[src/rtl/gpt_pkg.sv]
// Shared register selector type and word offsets for the timer bank.
// Assumes 32-byte slots: slot 0 holds the top-level words, slot n+1 holds channel n.
package gpt_pkg;

    typedef enum logic [3:0] {
        SEL_NONE,
        SEL_CTRL,
        SEL_REV,
        SEL_CFG,
        SEL_RELOAD,
        SEL_CUR,
        SEL_OVF,
        SEL_STAT,
        SEL_CLR,
        SEL_MASK
    } reg_sel_e;

    localparam int SLOT_LSB = 5;

    // offsets inside slot 0
    localparam logic [4:0] OFS_CTRL   = 5'h00;
    localparam logic [4:0] OFS_REV    = 5'h10;
    // offsets inside a channel slot
    localparam logic [4:0] OFS_CFG    = 5'h00;
    localparam logic [4:0] OFS_RELOAD = 5'h04;
    localparam logic [4:0] OFS_CUR    = 5'h08;
    localparam logic [4:0] OFS_OVF    = 5'h0C;
    localparam logic [4:0] OFS_STAT   = 5'h10;
    localparam logic [4:0] OFS_CLR    = 5'h14;
    localparam logic [4:0] OFS_MASK   = 5'h18;

endpackage

[src/rtl/gpt_addr_decode.sv]
// Address decoder: turns a byte address into a register selector and a
// channel index. Assumes AW is wide enough to reach slot NUM_CH.
// Misaligned or unmapped addresses give SEL_NONE.
module gpt_addr_decode #(
    parameter int AW     = 8,
    parameter int NUM_CH = 4,
    parameter int CHW    = 2
) (
    input  logic [AW-1:0]         addr_i,
    output gpt_pkg::reg_sel_e     sel_o,
    output logic [CHW-1:0]        ch_o
);
    import gpt_pkg::*;

    localparam int SW = AW - SLOT_LSB;

    logic [SW-1:0] slot;
    logic [4:0]    off;

    assign slot = addr_i[AW-1:SLOT_LSB];
    assign off  = addr_i[SLOT_LSB-1:0];

    // Map slot and offset to a selector
    always_comb begin
        sel_o = SEL_NONE;
        ch_o  = '0;
        if (slot == '0) begin
            case (off)
                OFS_CTRL: sel_o = SEL_CTRL;
                OFS_REV:  sel_o = SEL_REV;
                default:  sel_o = SEL_NONE;
            endcase
        end else if (int'(slot) <= NUM_CH) begin
            ch_o = CHW'(slot - SW'(1));
            case (off)
                OFS_CFG:    sel_o = SEL_CFG;
                OFS_RELOAD: sel_o = SEL_RELOAD;
                OFS_CUR:    sel_o = SEL_CUR;
                OFS_OVF:    sel_o = SEL_OVF;
                OFS_STAT:   sel_o = SEL_STAT;
                OFS_CLR:    sel_o = SEL_CLR;
                OFS_MASK:   sel_o = SEL_MASK;
                default:    sel_o = SEL_NONE;
            endcase
        end
    end

endmodule

[src/rtl/gpt_counter.sv]
// One channel's counting path: local enable, reload register, down-counter,
// underflow tally and captured count. Assumes strobes are single-cycle and
// mutually exclusive, as a one-access-per-cycle bus provides.
module gpt_counter #(
    parameter int CW = 32
) (
    input  logic          clk,
    input  logic          rst_n,
    input  logic          glb_en_i,
    input  logic          cfg_we_i,
    input  logic          cfg_en_i,
    input  logic          reload_we_i,
    input  logic [CW-1:0] reload_d_i,
    input  logic          snap_req_i,
    output logic          local_en_o,
    output logic [CW-1:0] reload_o,
    output logic [CW-1:0] snap_o,
    output logic [CW-1:0] ovf_o,
    output logic          evt_o
);
    logic          local_q;
    logic [CW-1:0] reload_q;
    logic [CW-1:0] cnt_q;
    logic [CW-1:0] ovf_q;
    logic [CW-1:0] snap_q;
    logic          load;
    logic          run;
    logic          evt;

    assign load = cfg_we_i && cfg_en_i && !local_q;
    assign run  = glb_en_i && local_q;
    assign evt  = run && (cnt_q == '0);

    // Local enable follows writes of the enable bit
    always_ff @(posedge clk) begin
        if (!rst_n)        local_q <= 1'b0;
        else if (cfg_we_i) local_q <= cfg_en_i;
    end

    // Reload value register
    always_ff @(posedge clk) begin
        if (!rst_n)           reload_q <= '0;
        else if (reload_we_i) reload_q <= reload_d_i;
    end

    // Down-counter: load on enable rise, reload after zero, else decrement
    always_ff @(posedge clk) begin
        if (!rst_n)    cnt_q <= '0;
        else if (load) cnt_q <= reload_q;
        else if (evt)  cnt_q <= reload_q;
        else if (run)  cnt_q <= cnt_q - CW'(1);
    end

    // Underflow tally
    always_ff @(posedge clk) begin
        if (!rst_n)   ovf_q <= '0;
        else if (evt) ovf_q <= ovf_q + CW'(1);
    end

    // Captured count, taken when the tally is read
    always_ff @(posedge clk) begin
        if (!rst_n)          snap_q <= '0;
        else if (snap_req_i) snap_q <= cnt_q;
    end

    assign local_en_o = local_q;
    assign reload_o   = reload_q;
    assign snap_o     = snap_q;
    assign ovf_o      = ovf_q;
    assign evt_o      = evt;

    a_r4_hold: assert property (@(posedge clk) disable iff (!rst_n)
        (!(glb_en_i && local_q) && !load) |=> $stable(cnt_q));

    a_r5_decrement: assert property (@(posedge clk) disable iff (!rst_n)
        (glb_en_i && local_q && cnt_q != '0) |=> (cnt_q == $past(cnt_q) - CW'(1)));

    a_r6_wrap: assert property (@(posedge clk) disable iff (!rst_n)
        (glb_en_i && local_q && cnt_q == '0)
            |=> (cnt_q == $past(reload_q)) && (ovf_q == $past(ovf_q) + CW'(1)));

    a_r7_load: assert property (@(posedge clk) disable iff (!rst_n)
        (cfg_we_i && cfg_en_i && !local_q) |=> (local_q && cnt_q == $past(reload_q)));

    a_r8_capture: assert property (@(posedge clk) disable iff (!rst_n)
        snap_req_i |=> (snap_q == $past(cnt_q)));

endmodule

[src/rtl/gpt_irq_flag.sv]
// One channel's interrupt flag and mask. An underflow sets the flag and wins
// over a clear in the same cycle. Produces the masked request for the OR tree.
module gpt_irq_flag (
    input  logic clk,
    input  logic rst_n,
    input  logic evt_i,
    input  logic clr_we_i,
    input  logic clr_bit_i,
    input  logic mask_we_i,
    input  logic mask_bit_i,
    output logic stat_o,
    output logic mask_o,
    output logic req_o
);
    logic stat_q;
    logic mask_q;
    logic clr;

    assign clr = clr_we_i && clr_bit_i;

    // Flag: set by an event, cleared by software
    always_ff @(posedge clk) begin
        if (!rst_n)     stat_q <= 1'b0;
        else if (evt_i) stat_q <= 1'b1;
        else if (clr)   stat_q <= 1'b0;
    end

    // Mask bit register
    always_ff @(posedge clk) begin
        if (!rst_n)         mask_q <= 1'b0;
        else if (mask_we_i) mask_q <= mask_bit_i;
    end

    assign stat_o = stat_q;
    assign mask_o = mask_q;
    assign req_o  = stat_q && mask_q;

    a_r9_set: assert property (@(posedge clk) disable iff (!rst_n)
        evt_i |=> stat_q);

    a_r9_clear: assert property (@(posedge clk) disable iff (!rst_n)
        (clr_we_i && clr_bit_i && !evt_i) |=> !stat_q);

    a_r9_keep: assert property (@(posedge clk) disable iff (!rst_n)
        (!evt_i && !(clr_we_i && clr_bit_i)) |=> $stable(stat_q));

endmodule

[src/rtl/gp_timer_bank.sv]
// Timer bank top: global enable, revision word, NUM_CH channels, read mux
// with one cycle of read latency, and the combined interrupt.
// Assumes at most one bus access per cycle (read and write share the address).
module gp_timer_bank #(
    parameter int          NUM_CH = 4,
    parameter int          AW     = 8,
    parameter int          DW     = 32,
    parameter logic [31:0] REV    = 32'h0001_0300
) (
    input  logic          clk,
    input  logic          rst_n,
    input  logic [AW-1:0] bus_addr_i,
    input  logic [DW-1:0] bus_wdata_i,
    input  logic          bus_we_i,
    input  logic          bus_re_i,
    output logic [DW-1:0] bus_rdata_o,
    output logic          irq_o
);
    import gpt_pkg::*;

    localparam int CHW = (NUM_CH > 1) ? $clog2(NUM_CH) : 1;

    reg_sel_e      dec_sel;
    logic [CHW-1:0] dec_ch;
    logic          glb_q;
    logic [DW-1:0] rd_val;
    logic [DW-1:0] rdata_q;

    logic          loc_a    [NUM_CH];
    logic [DW-1:0] reload_a [NUM_CH];
    logic [DW-1:0] snap_a   [NUM_CH];
    logic [DW-1:0] ovf_a    [NUM_CH];
    logic          stat_a   [NUM_CH];
    logic          mask_a   [NUM_CH];
    logic [NUM_CH-1:0] req_vec;
    logic [NUM_CH-1:0] mask_vec;

    gpt_addr_decode #(.AW(AW), .NUM_CH(NUM_CH), .CHW(CHW)) u_dec (
        .addr_i (bus_addr_i),
        .sel_o  (dec_sel),
        .ch_o   (dec_ch)
    );

    // Global enable bit of the control word
    always_ff @(posedge clk) begin
        if (!rst_n)                             glb_q <= 1'b0;
        else if (bus_we_i && dec_sel == SEL_CTRL) glb_q <= bus_wdata_i[0];
    end

    for (genvar i = 0; i < NUM_CH; i++) begin : g_ch
        logic         hit;
        logic         evt;
        assign hit = (dec_ch == CHW'(i));

        gpt_counter #(.CW(DW)) u_cnt (
            .clk         (clk),
            .rst_n       (rst_n),
            .glb_en_i    (glb_q),
            .cfg_we_i    (bus_we_i && hit && dec_sel == SEL_CFG),
            .cfg_en_i    (bus_wdata_i[0]),
            .reload_we_i (bus_we_i && hit && dec_sel == SEL_RELOAD),
            .reload_d_i  (bus_wdata_i),
            .snap_req_i  (bus_re_i && hit && dec_sel == SEL_OVF),
            .local_en_o  (loc_a[i]),
            .reload_o    (reload_a[i]),
            .snap_o      (snap_a[i]),
            .ovf_o       (ovf_a[i]),
            .evt_o       (evt)
        );

        gpt_irq_flag u_flag (
            .clk        (clk),
            .rst_n      (rst_n),
            .evt_i      (evt),
            .clr_we_i   (bus_we_i && hit && dec_sel == SEL_CLR),
            .clr_bit_i  (bus_wdata_i[0]),
            .mask_we_i  (bus_we_i && hit && dec_sel == SEL_MASK),
            .mask_bit_i (bus_wdata_i[0]),
            .stat_o     (stat_a[i]),
            .mask_o     (mask_a[i]),
            .req_o      (req_vec[i])
        );

        assign mask_vec[i] = mask_a[i];
    end

    // Read mux over the selected register
    always_comb begin
        rd_val = '0;
        case (dec_sel)
            SEL_CTRL:   rd_val = DW'(glb_q);
            SEL_REV:    rd_val = DW'(REV);
            SEL_CFG:    rd_val = DW'(loc_a[dec_ch]);
            SEL_RELOAD: rd_val = reload_a[dec_ch];
            SEL_CUR:    rd_val = snap_a[dec_ch];
            SEL_OVF:    rd_val = ovf_a[dec_ch];
            SEL_STAT:   rd_val = DW'(stat_a[dec_ch]);
            SEL_MASK:   rd_val = DW'(mask_a[dec_ch]);
            default:    rd_val = '0;
        endcase
    end

    // Registered read data, updated on each read strobe
    always_ff @(posedge clk) begin
        if (!rst_n)        rdata_q <= '0;
        else if (bus_re_i) rdata_q <= rd_val;
    end

    assign bus_rdata_o = rdata_q;
    assign irq_o       = |req_vec;

    a_r3_unmapped_zero: assert property (@(posedge clk) disable iff (!rst_n)
        (bus_re_i && dec_sel == SEL_NONE) |=> (bus_rdata_o == '0));

    a_r2_revision: assert property (@(posedge clk) disable iff (!rst_n)
        (bus_re_i && dec_sel == SEL_REV) |=> (bus_rdata_o == DW'(REV)));

    a_r10_masked_quiet: assert property (@(posedge clk) disable iff (!rst_n)
        (mask_vec == '0) |-> !irq_o);

    a_r1_idle_rdata: assert property (@(posedge clk) disable iff (!rst_n)
        !bus_re_i |=> $stable(bus_rdata_o));

endmodule

[config.mk]
export PLATFORM = sky130hd
export DESIGN_NAME = gp_timer_bank
export DESIGN_NICKNAME = d
export VERILOG_FILES = /design/src/rtl/gpt_pkg.sv /design/src/rtl/gpt_addr_decode.sv /design/src/rtl/gpt_counter.sv /design/src/rtl/gpt_irq_flag.sv /design/src/rtl/gp_timer_bank.sv
export SDC_FILE = /design/constraint.sdc
export NUM_CORES = 2
export LEC_CHECK = 0
export BUFFER_PORTS_ARGS = -buffer_cell sky130_fd_sc_hd__buf_2
export CAP_MARGIN = 20
export CORE_ASPECT_RATIO = 0.8
export CORE_MARGIN = 4
export CORE_UTILIZATION = 65
export CTS_BUF_LIST = sky130_fd_sc_hd__clkbuf_8
export CTS_CLUSTER_SIZE = 30
export DETAILED_ROUTE_END_ITERATION = 10
export PLACE_DENSITY = 0.88
export SETUP_SLACK_MARGIN = 0.05
export SYNTH_ARGS = -nofsm -noshare
export SYNTH_HDL_FRONTEND = slang
export SYNTH_HIERARCHICAL = 1
export SYNTH_SLANG_ARGS = --single-unit
[constraint.sdc]
create_clock -name clk -period 3.75 [get_ports clk]
set_clock_uncertainty 0.2 [all_clocks]
set_input_delay 0.5625 -clock clk [delete_from_list [all_inputs] [get_ports clk]]
set_output_delay 0.5625 -clock clk [all_outputs]
set_load 0.005 [all_outputs]
# After elaboration in Yosys (flattened, before gate mapping)

Index checks and enable logic that the tools add are counted.
W data, S select, Z words.

Reduce and logical (&&, ||, !) cells: 73
$lt $le $gt $ge: 2
Equal/unequal tests: 18
Bitwise gates (word level): 1
$add $sub $neg: 9
Mux-type cells: 45

Operator list:

| kind                    | number |
|---|---|
| $mux W32                | 18 |
| $pmux W32 S8            | 1 |
| $bmux W32 S2            | 3 |
| $add A32 B1 Y32 const B | 4 |
| $logic_not A32 Y1       | 4 |
| $sub A32 B1 Y32 const B | 4 |
| $logic_and A1 B1 Y1     | 53 |
| $pmux W4 S7             | 1 |
| $eq A4 B3 Y1 const B    | 4 |
| $eq A5 B5 Y1 const B    | 3 |
| $mux W1                 | 14 |
| $reduce_bool A3 Y1      | 4 |
| $eq A5 B4 Y1 const B    | 2 |
| $eq A4 B2 Y1 const B    | 2 |
| $eq A4 B4 Y1 const B    | 2 |
| $mux W4                 | 2 |
| $reduce_bool A2 Y1      | 4 |
| $bmux W1 S2             | 3 |
| $eq A5 B3 Y1 const B    | 1 |
| $logic_not A5 Y1        | 1 |
| $eq A2 B2 Y1 const B    | 2 |
| $eq A4 B1 Y1 const B    | 1 |
| $logic_not A1 Y1        | 4 |
| $mux W2                 | 2 |
| other kinds (9)         | 9 |

Register bits: 557
Bits of input ports: 44
Logic and storage cells: 178

# Depth between registers and ports, before layout

Depth after elaboration: 9
Mapped depth: 17
Mapped depth without buffers: 14

# Cells and area by module

The synthesis kept the hierarchy.

By module, submodules not included:

| module                          | sequential area each (µm²) | area each (µm²) | cells each | times used |
|---|---|---|---|---|
| gpt_counter (g_ch[2].u_cnt ...) | 2,582.5                    | 5,798.1         | 665        | 2 |
| gpt_counter (g_ch[0].u_cnt ...) | 2,582.5                    | 5,766.8         | 659        | 2 |
| gp_timer_bank                   | 660.6                      | 4,201.5         | 363        | 1 |
| gpt_irq_flag                    | 40.0                       | 77.6            | 8          | 4 |
| gpt_addr_decode                 | 0.0                        | 127.6           | 22         | 1 |

# Least setup slack after synthesis

OpenSTA, ideal clock, no wires.

Kind: input to register
From: in bus_addr_i[5]
To: reg g_ch[2].u_cnt.snap_q[10]
Cell stages on the path: 13
Arrival: 3,157 ps
Required time: 3,422 ps
Library setup time: 128 ps
Path slack: 265 ps
Cell sequence: inv_1 -> ha_1 -> xor2_1 -> nor4_1 -> clkbuf_1 -> and4bb_1 -> buf_2 -> nand2_1 -> nor3b_1 -> clkbuf_1 -> clkbuf_1 -> mux2i_1 -> nor2_1

Elaborated cells between the ends (all ways): 11

RTL lines:

| element               | RTL line              | source |
|---|---|---|
| start, declared       | gp_timer_bank.sv:12   | `input logic [AW-1:0] bus_addr_i,` |
| $le A3 B3 Y1          | gpt_addr_decode.sv:33 | `end else if (int'(slot) <= NUM_CH) begin` |
| $mux W4               | gpt_addr_decode.sv:33 |  |
| $mux W4 *             | gpt_addr_decode.sv:27 | `if (slot == '0) begin` |
| via dec_sel[2]        | gp_timer_bank.sv:23   | `reg_sel_e dec_sel;` |
| $eq A4 B3 Y1 *        | gp_timer_bank.sv:63   | `.snap_req_i (bus_re_i && hit && dec_sel == SEL_OVF),` |
| $logic_and A1 B1 Y1 * | gp_timer_bank.sv:63   |  |
| end signal, assigned  | gpt_counter.sv:63     | `else if (snap_req_i) snap_q <= cnt_q;` |
| end, declared         | gpt_counter.sv:25     | `logic [CW-1:0] snap_q;` |

Mark *: on every way through the listed nets, which the timed path passes. The rest lies on a longest branch.
A chain may end at the register's enable or synchronous reset.

# Final worst setup path

From: reg glb_q
To: reg g_ch[1].u_cnt.ovf_q[31]

Word-level cells in the longest chain between the ends: 2

RTL lines:

| element                | RTL line            | source |
|---|---|---|
| start, declared        | gp_timer_bank.sv:25 | `logic glb_q;` |
| start signal, assigned | gp_timer_bank.sv:47 | `else if (bus_we_i && dec_sel == SEL_CTRL) glb_q <= bus_wdata_i[0];` |
| $logic_and A1 B1 Y1    | gpt_counter.sv:31   | `assign run = glb_en_i && local_q;` |
| $logic_and A1 B1 Y1    | gpt_counter.sv:32   | `assign evt = run && (cnt_q == '0);` |
| end signal, assigned   | gpt_counter.sv:57   | `else if (evt) ovf_q <= ovf_q + CW'(1);` |
| end, declared          | gpt_counter.sv:24   | `logic [CW-1:0] ovf_q;` |

Every way passes these cells.

==> impl_metrics.csv <==
group,metric,value,unit
synth,syn_area,27800,µm²
sta,setup_violations,0,
clock_network,cts_buffers,88,
layout,fin_nets,3277,
clock_network,cts_resized,0,
floorplanning,io_pins,77,
placed_design,hpwl,82.7,mm
worst_setup_path,worstPathRequired,4180,ps
route,firstDrtPassIters,9,
synth,synthFlopType,"dfxtp_1",
sta,slew_headroom,0.398,
synth,synth_xor_area_frac,0.0394,
layout,fillers,2958,
floorplanning,dieArea,46100,µm²
synth,synth_edf_count,0,
synth,ys_warn_count,6,
global_route,grt_max_degree,102,
floorplanning,rows,67,
worst_setup_path,critPathCaptureType,"flop",
clock_network,cts-root-buf,"clkbuf_8",
floorplanning,core_area,42100,µm²
floorplanning,die_width,239,µm
floorplanning,start_util,0.660,
layout,fin_area,31700,µm²
synth,synth.area.mux_share,0.184,
route,via_count,27500,
placed_design,placed_cell_area,29600,µm²
route,ant_nets,0,
layout,layout_common_cells,"dfxtp_1, nor2_1, mux2i_1",
worst_setup_path,ff2ff_path_depth,6,
synth,synthAdderAreaFrac,0.00406,
synth,syn_inst,3065,
clock_network,postCtsSetupRepairBufs,0,
global_route,grt_pass1_wl,164,mm
clock_network,ctsHoldBuffers,27,
global_route,grt_use_total,0.478,
power_and_ir_drop,leakage,11.6,nW
sta,rsz0062_at_grt,"no",
power_and_ir_drop,powerDensity,374,nW/µm²
flow_run,max-cap-violations,0,
worst_setup_path,critPathMaxFanout,10,
route,post_drt_wl_per_cell,29.3,µm
hold_path,holdPathStages,3,
clock_network,cts_tree,"done",
run_status,status,"finished, final reports clean",
sta,drv_slew,0,
power_and_ir_drop,ir_drop,0.373,mV
sta,max_freq,0.293,GHz
sta,fin_tns_setup,0,ps
placed_design,numPortBuffers,76,
route,viasPerCell,7.14,
layout,syn_to_final_growth,14.2,%
placed_design,gp_congestion,1.07,
synth,synth_async_sr_flop_share,0,
clock_network,clockBufferDepth,3,
synth,syn_avg_cell_area,9.06,µm²
global_route,grt_pass1_vias,25400,
route,drc_errors,0,
layout,layout_commonest_cell,"dfxtp_1",
synth,yosys.area_share.simple,0.233,
floorplanning,die_h,193,µm
clock_network,htreeDepth,3,
synth,ys_ff_latch,557,
synth,synth_top_family_by_area,"simple AND/OR/NAND/NOR gates",
worst_setup_path,rrSetupSlack,340,ps
sta,tightest_slew,896,ps
worst_setup_path,arrival,3850,ps
worst_setup_path,crit_path_start_kind,"flop",
hold_path,hp-class,"input pin to flop",
global_route,antenna_found_initial,10,
route,wl,113,mm
clock_network,cts_sinks,557,
synth,yosysUniqueCellTypes,71,
sta,hold_viol,0,
global_route,grt_overflow_total,0,
clock_network,worstSkewPairLatency,700,ps
layout,drive_gt1_frac,0.160,
clock_network,clkSlewWorstSetupHoldPaths,60,ps
sta,hold-worst-slack,55.2,ps
route,dr.first_iter.drc_count,4200,
synth,synth_fp_nets,3118,
worst_setup_path,worstSetupPathType,"flop to flop",
sta,period_share,0.911,
synth,seq_area_frac_synth,0.402,
sta,period_needed,3410,ps
synth,synth_compound_area_frac,0.103,
worst paths after layout:
| kind | endpoint | startpoint |
|---|---|---|
| max reg2reg | g_ch[1].u_cnt/ovf_o[31]$_SDFFE_PN0P_ | glb_q$_SDFFE_PN0P_ |
| min reg2reg | bus_rdata_o[26]$_SDFFE_PN0P_ | bus_rdata_o[26]$_SDFFE_PN0P_ |
| max | g_ch[1].u_cnt/ovf_o[31]$_SDFFE_PN0P_ | glb_q$_SDFFE_PN0P_ |
| min | g_ch[0].u_cnt/reload_o[15]$_SDFFE_PN0P_ | bus_wdata_i[15] |
registers in the layout, indices dropped and copies added, names as in the netlist:
signal                 cells
g_ch.u_cnt/local_en_o      4
g_ch.u_flag/mask_o         4
g_ch.u_cnt/snap_o        128
bus_rdata_o               32
g_ch.u_cnt/ovf_o         128
g_ch.u_cnt/cnt_q         128
g_ch.u_cnt/reload_o      128
glb_q                      1
g_ch.u_flag/stat_o         4
critical path, stage by stage, from the launching register on:
cell and delay (ps):
dfxtp_1 830, and2_0 450, nand4_1 310, nor3_1 730, nand3_1 280, or3_1 410, a21oi_1 140
area by class of cell:
cell class	instances	area [µm²]	share of cell area
Inverter	36	144	0.00454
Clock buffer	110	1510	0.0477
Sequential cell	557	11200	0.352
Multi-Input combinational cell	2280	15800	0.497
Clock inverter	51	294	0.00927
Tap cell	552	691	0.0218
Antenna cell	7	17.5	0.000552
Timing Repair Buffer	261	2140	0.0675
where the power goes:
part / internal (W) / leakage, nW / switching [W] / total, W
Sequential: 0.00592 / 4.48 / 0.0000163 / 0.00594
Combinational: 0.000185 / 6.08 / 0.000364 / 0.000549
Clock: 0.00280 / 1.04 / 0.00257 / 0.00536
Total: 0.00890 / 11.6 / 0.00295 / 0.0119
metrics by stage:
step | util | worst slack (ps) | power [W] | cells
2_1_floorplan | - | 265 | 0.00636 | 3065
3_3_place_gp | 0.704 | 130 | 0.00656 | 3659
3_5_place_dp | 0.704 | 10.4 | 0.00657 | 3659
4_1_cts | 0.753 | 494 | 0.0118 | 3847
5_1_grt | 0.753 | 277 | 0.0121 | 3850
6_report | 0.754 | 335 | 0.0119 | 3854
cell usage after synthesis (6+ instances only):
cell | count | area share
nor4_1 | 71 | 0.016
o311a_1 | 9 | 0.0032
or2_2 | 12 | 0.0027
a31oi_1 | 42 | 0.0095
nor3b_1 | 7 | 0.0019
a22oi_1 | 17 | 0.0046
a21oi_1 | 135 | 0.024
o311ai_0 | 18 | 0.0057
and4_1 | 16 | 0.0050
o21ai_0 | 79 | 0.014
or3_1 | 48 | 0.011
nand2_1 | 214 | 0.029
xnor2_1 | 61 | 0.019
a32o_1 | 6 | 0.0022
and3_1 | 20 | 0.0045
nor4b_1 | 10 | 0.0032
xor2_1 | 64 | 0.020
a211oi_1 | 8 | 0.0022
mux4_2 | 99 | 0.080
o22ai_1 | 12 | 0.0027
a32oi_1 | 8 | 0.0025
nand2b_1 | 19 | 0.0043
o221ai_1 | 16 | 0.0050
o41ai_1 | 6 | 0.0019
nor2_1 | 516 | 0.070
nand4_1 | 98 | 0.022
nand3b_1 | 8 | 0.0022
or4_4 | 10 | 0.0041
clkbuf_1 | 125 | 0.017
nor2b_1 | 12 | 0.0027
buf_2 | 35 | 0.0063
nor3_1 | 63 | 0.011
dfxtp_1 | 557 | 0.40
inv_1 | 32 | 0.0043
or4_1 | 46 | 0.012
a22o_1 | 28 | 0.0088
buf_1 | 22 | 0.0030
mux2i_1 | 283 | 0.10
o211ai_1 | 25 | 0.0068
ha_1 | 9 | 0.0041
a21o_1 | 6 | 0.0016
nand3_1 | 104 | 0.019
and2_1 | 18 | 0.0041
per-layer routing:
metal,global-route usage,vias to the layer above,part of all wire,routed length (µm)
met1,0.626,13000,0.36,40900
met2,0.664,2370,0.39,44500
li1,-,11600,-,-
met3,0.230,531,0.18,20500
met5,0.0173,-,0.0021,241
met4,0.220,14,0.059,6630
logic make-up (layout without fill, tap and decap cells):
kind of cell	count (synthesis)	after routing
adders and majority gates	9	9
AOI/OAI and AO/OA	443	443
xor gates and xnor gates	125	125
DFF	557	557
buffers and inverters	228	458
and+or+nand+nor	1316	1316
muxes	387	387
other	0	7
(Power assumes the default switching activity.)
